`config.mk`:
```
export PLATFORM = sky130hd
export DESIGN_NAME = lane_permute_unit
export DESIGN_NICKNAME = d
export VERILOG_FILES = /design/src/rtl/perm_pkg.sv /design/src/rtl/perm_sel_gen.sv /design/src/rtl/perm_lane_xbar.sv /design/src/rtl/perm_decode.sv /design/src/rtl/lane_permute_unit.sv
export SDC_FILE = /design/constraint.sdc
export NUM_CORES = 1
export LEC_CHECK = 0
export ABC_AREA = 1
export BUFFER_PORTS_ARGS = -buffer_cell sky130_fd_sc_hd__buf_2
export CELL_PAD_IN_SITES_DETAIL_PLACEMENT = 0
export CELL_PAD_IN_SITES_GLOBAL_PLACEMENT = 1
export CORE_AREA = 5 5 306 308
export CTS_CLUSTER_DIAMETER = 60
export CTS_CLUSTER_SIZE = 14
export DETAILED_ROUTE_END_ITERATION = 8
export DIE_AREA = 0 0 311 313
export PLACE_DENSITY = 0.58
export SLEW_MARGIN = 20
export SYNTH_ARGS = -nofsm -noshare
export SYNTH_HDL_FRONTEND = slang
export SYNTH_SLANG_ARGS = --single-unit
```
`constraint.sdc`:
```
create_clock -name clk_i -period 1.17 [get_ports clk_i]
set_input_delay 0.1755 -clock clk_i [delete_from_list [all_inputs] [get_ports clk_i]]
set_output_delay 0.1755 -clock clk_i [all_outputs]
set_load 0.005 [all_outputs]
```
`src/rtl/perm_pkg.sv`:
```
package perm_pkg;
  parameter int unsigned ELEM_W_DEF     = 32;
  parameter int unsigned LANE_ELEMS_DEF = 4;
  parameter int unsigned LANES_DEF      = 2;
  parameter int unsigned VVVV_W         = 4;

  typedef enum logic {
    MODE_IMM = 1'b0,
    MODE_VAR = 1'b1
  } sel_mode_e;
endpackage

```
`src/rtl/perm_sel_gen.sv`:
```
module perm_sel_gen #(
  parameter int unsigned ELEM_W     = 32,
  parameter int unsigned LANE_ELEMS = 4,
  parameter int unsigned LANES      = 2,
  localparam int unsigned SEL_W     = $clog2(LANE_ELEMS),
  localparam int unsigned NUM_ELEMS = LANE_ELEMS * LANES,
  localparam int unsigned VEC_W     = ELEM_W * NUM_ELEMS,
  localparam int unsigned IMM_W     = SEL_W * LANE_ELEMS
) (
  input  logic [IMM_W-1:0]           imm_i,
  input  logic [VEC_W-1:0]           ctl_i,
  input  perm_pkg::sel_mode_e        mode_i,
  output logic [NUM_ELEMS*SEL_W-1:0] sel_o
);
  for (genvar e = 0; e < NUM_ELEMS; e++) begin : g_sel
    // immediate fields repeat per lane; control uses low bits of each element
    localparam int unsigned IMM_POS = (e % LANE_ELEMS) * SEL_W;
    assign sel_o[e*SEL_W +: SEL_W] = (mode_i == perm_pkg::MODE_VAR)
                                   ? ctl_i[e*ELEM_W +: SEL_W]
                                   : imm_i[IMM_POS +: SEL_W];
  end
endmodule

```
`src/rtl/perm_lane_xbar.sv`:
```
module perm_lane_xbar #(
  parameter int unsigned ELEM_W     = 32,
  parameter int unsigned LANE_ELEMS = 4,
  localparam int unsigned SEL_W     = $clog2(LANE_ELEMS),
  localparam int unsigned LANE_W    = ELEM_W * LANE_ELEMS
) (
  input  logic [LANE_W-1:0]           lane_i,
  input  logic [LANE_ELEMS*SEL_W-1:0] sel_i,
  output logic [LANE_W-1:0]           lane_o
);
  for (genvar e = 0; e < LANE_ELEMS; e++) begin : g_elem
    logic [ELEM_W-1:0] pick;
    always_comb begin
      pick = '0;
      for (int k = 0; k < LANE_ELEMS; k++) begin
        if (sel_i[e*SEL_W +: SEL_W] == SEL_W'(k)) pick = lane_i[k*ELEM_W +: ELEM_W];
      end
    end
    assign lane_o[e*ELEM_W +: ELEM_W] = pick;
  end
endmodule

```
`src/rtl/perm_decode.sv`:
```
module perm_decode (
  input  perm_pkg::sel_mode_e           mode_i,
  input  logic                          enc_w_i,
  input  logic [perm_pkg::VVVV_W-1:0]   enc_vvvv_i,
  output logic                          undef_o
);
  logic vvvv_bad;
  // specifier is reserved only when the immediate supplies the selects
  assign vvvv_bad = (mode_i == perm_pkg::MODE_IMM) && (enc_vvvv_i != '1);
  assign undef_o  = enc_w_i || vvvv_bad;
endmodule

```
`src/rtl/lane_permute_unit.sv`:
```
module lane_permute_unit #(
  parameter int unsigned ELEM_W     = perm_pkg::ELEM_W_DEF,
  parameter int unsigned LANE_ELEMS = perm_pkg::LANE_ELEMS_DEF,
  parameter int unsigned LANES      = perm_pkg::LANES_DEF,
  localparam int unsigned SEL_W     = $clog2(LANE_ELEMS),
  localparam int unsigned NUM_ELEMS = LANE_ELEMS * LANES,
  localparam int unsigned LANE_W    = ELEM_W * LANE_ELEMS,
  localparam int unsigned VEC_W     = LANE_W * LANES,
  localparam int unsigned IMM_W     = SEL_W * LANE_ELEMS,
  localparam int unsigned LSEL_W    = SEL_W * LANE_ELEMS
) (
  input  logic                        clk_i,
  input  logic                        rst_ni,
  input  logic                        valid_i,
  input  logic [VEC_W-1:0]            src_i,
  input  logic [IMM_W-1:0]            imm_i,
  input  logic [VEC_W-1:0]            ctl_i,
  input  logic                        var_mode_i,
  input  logic                        wide_i,
  input  logic                        enc_w_i,
  input  logic [perm_pkg::VVVV_W-1:0] enc_vvvv_i,
  output logic                        valid_o,
  output logic [VEC_W-1:0]            result_o,
  output logic                        undef_o
);
  perm_pkg::sel_mode_e mode;
  logic [NUM_ELEMS*SEL_W-1:0] sel;
  logic [VEC_W-1:0]           perm;
  logic [VEC_W-1:0]           next_res;
  logic                       undef;

  assign mode = perm_pkg::sel_mode_e'(var_mode_i);

  perm_sel_gen #(
    .ELEM_W(ELEM_W), .LANE_ELEMS(LANE_ELEMS), .LANES(LANES)
  ) u_sel_gen (
    .imm_i (imm_i),
    .ctl_i (ctl_i),
    .mode_i(mode),
    .sel_o (sel)
  );

  perm_decode u_decode (
    .mode_i    (mode),
    .enc_w_i   (enc_w_i),
    .enc_vvvv_i(enc_vvvv_i),
    .undef_o   (undef)
  );

  for (genvar l = 0; l < LANES; l++) begin : g_lane
    logic [LANE_W-1:0] lane_res;
    perm_lane_xbar #(
      .ELEM_W(ELEM_W), .LANE_ELEMS(LANE_ELEMS)
    ) u_xbar (
      .lane_i(src_i[l*LANE_W +: LANE_W]),
      .sel_i (sel[l*LSEL_W +: LSEL_W]),
      .lane_o(lane_res)
    );
    if (l == 0) begin : g_low
      assign perm[l*LANE_W +: LANE_W] = lane_res;
    end else begin : g_high
      // narrow form keeps only the lowest lane
      assign perm[l*LANE_W +: LANE_W] = wide_i ? lane_res : '0;
    end
  end

  assign next_res = undef ? '0 : perm;

  always_ff @(posedge clk_i or negedge rst_ni) begin
    if (!rst_ni) begin
      valid_o  <= 1'b0;
      result_o <= '0;
      undef_o  <= 1'b0;
    end else begin
      valid_o <= valid_i;
      if (valid_i) begin
        result_o <= next_res;
        undef_o  <= undef;
      end
    end
  end
endmodule

```
==> results.txt <==
Run status = finished with violations
Failing checks = negative setup slack
Hold Path Class = input pin to register
Synthesized area per cell = 5.64 um2
Leak = 17.6 nW
Final setup vio count = 258
Rows = 111
Fin crit period = 1.38 ns
Slew @ Worst Pin = 0.428 ns
Crit path DAT = 1.20 ns
Initial antenna violation count = 25
Fin Clk Skew = 0 ns
Residual DRC count = 0
Final Hold Fails = 0
Synth Cell Area = 0.0189 mm2
Reg area = 0.00646 mm2
Number of levels in the clock H-tree = 2
Yosys top cell by area = dfrtp_1
Max Cap Viol = 0
WHS = 0.0528 ns
Net Count, Synth = 3882
P&R area growth vs syn = 57.4%
Slowest-stage cell, CP = dfrtp_1
Post-route setup slack = -0.206 ns
Max Fclk = 727 MHz
# clock sinks = 258
Cells after Synth = 3352
CTS tree = built
Yosys warns = 0
Global-route wire length before repair = 160 mm
Die height = 313 um
Die span in x = 311 um
Synth area leaders = dfrtp_1 34%, nand2_1 33%, nor2_1 11%
Setup CP Type = register to output port
Commonest non-fill, non-tap cell in the layout = nand2_1
Fin area = 0.0297 mm2
Worst path cell trace = buf_2
Dpl cell area = 0.0254 mm2
RePlAce Congestion = 0.885
Number of synthesized register bits = 258
Initial drt markers = 1645
Port Buf Inserts = 547
Total chip power = 33.2 mW
Unrepaired setup endpoints after global routing = true
Via Count = 24.4k
Worst setup SP type = register
Worst skew pair latency = 0.59 ns
Post-synthesis sequential area ratio = 34.2%
Largest net degree at the start of global routing = 63
DP HPWL = 82.9 mm
Area of the core = 0.0908 mm2
Die ar. = 0.0973 mm2
Core Util, Final = 32.7%
Place WS = -0.792 ns
Reg clk slew, reported paths = 0.06 ns
CTS buffer count = 42
Fill cells = 10.1k
Critical path's top delay family = flip-flops
DR WL/cell = 19.9 um
Initial DRT Pass Iterations = 6
DR vias/cell = 4.44
Fin nets = 4786
Relative slew slack = 71.4%
Proportion of layout cells with a drive suffix above 1 = 24.4%
Power density over cell area = 1120 mW/mm2
Grt ovf = 0
Worst Path Buf+Inv = 1
Top cell type's share of synthesized area = 34.2%
Crit. End Element = output port
Slew Limit Fails = 0
CP required = 0.99 ns
Most frequent cells in the layout = 1635 x nand2_1, 528 x nor2_1, 500 x buf_2
Initial Util = 20.8%
Number of global-route vias before repair = 23.8k
Gr usage total = 21.3%
Final period utilization = 118%
Post-Route WL = 109 mm
I/O Pins = 788
Peak supply drop = 904 uV
Root Driver = clkbuf_16
ANT nets after route = 0
Crit-path max FO = 2
Max Buffers Root-to-Sink = 3
Crit-path max cell delay = 0.45 ns
Multi-input logic area = 0.0110 mm2
Synth unique cells = 15
-- flip-flops by register name, indices dropped and copies added, names as in the netlist --
name and count:
result_o 256, undef_o 1, valid_o 1
-- final timing paths --
check                             start  depth (start not counted)       endpoint  slack [ns]
min in group asynchronous        rst_ni                          3   result_o[51]        0.27
setup reg to reg           result_o[98]                          4   result_o[98]        0.30
hold reg to reg             result_o[5]                          2    result_o[5]        0.47
setup / recovery           result_o[35]                          1   result_o[35]       -0.21
hold / removal               src_i[209]                          7  result_o[177]        0.05
max in group asynchronous        rst_ni                          3   result_o[19]        0.11
-- cells in the mapped netlist --
| cell | number |
|---|---|
| o21a_1 | 1 |
| buf_1 | 13 |
| nand3_1 | 372 |
| inv_2 | 6 |
| buf_4 | 6 |
| clkbuf_1 | 79 |
| o21ai_1 | 4 |
| nand4_1 | 1 |
| nor2_1 | 541 |
| nand2_2 | 12 |
| dfrtp_1 | 258 |
| inv_1 | 170 |
| o21ai_0 | 124 |
| buf_2 | 114 |
| nand2_1 | 1651 |
-- report_power, final --
part,internal [mW],total (mW),switching (mW)
Sequential,9.52,9.94,0.423
Combinational,4.20,9.96,5.75
Clock,7.73,13.3,5.56
Total,21.4,33.2,11.7
-- repair_timing --
item / CTS / global route
cloned: 0 / 1
endpoints found under the hold margin: 512 / 0
gates resized for setup: 82 / 31
endpoints found under the setup margin: 278 / 366
buffers inserted: 68 / 48
pin swaps: 0 / 1
hold buffers: 159 / 0
-- layer usage --
metal / share of wire [%] / GRT usage [%]
met5: 0.18 / 0
met2: 45 / 34.2
met1: 45 / 28.5
met4: 1.7 / 3.91
met3: 8.6 / 6.98
-- area by class of cell --
type | instances | share of cell area [%]
clock buffer | 48 | 3.75
antenna | 13 | 0.109
multi-input combinational | 2706 | 37.0
inverter | 176 | 2.26
tap | 1186 | 4.99
sequential | 258 | 21.7
timing repair buffer | 1072 | 29.0
clock inverter | 29 | 1.13
-- logic make-up (layout without fill, tap and decap cells) --
| logic type | after synthesis | in the layout | synth area share (%) |
|---|---|---|---|
| compound gates | 129 | 129 | 3.43 |
| simple gates | 2577 | 2577 | 53.8 |
| other cells | 0 | 13 | 0 |
| buf+inv | 388 | 1325 | 8.58 |
| flops | 258 | 258 | 34.2 |
-- per-stage QoR --
stage                     setup TNS, ns  instances
after floorplan                  -0.524       3352
final                            -31.62       5488
after detailed placement        -140.49       5122
after CTS                        -48.28       5426
after global routing             -48.22       5478
after global placement          -136.72       5122
No activity file was read; power rests on OpenSTA's default activity.
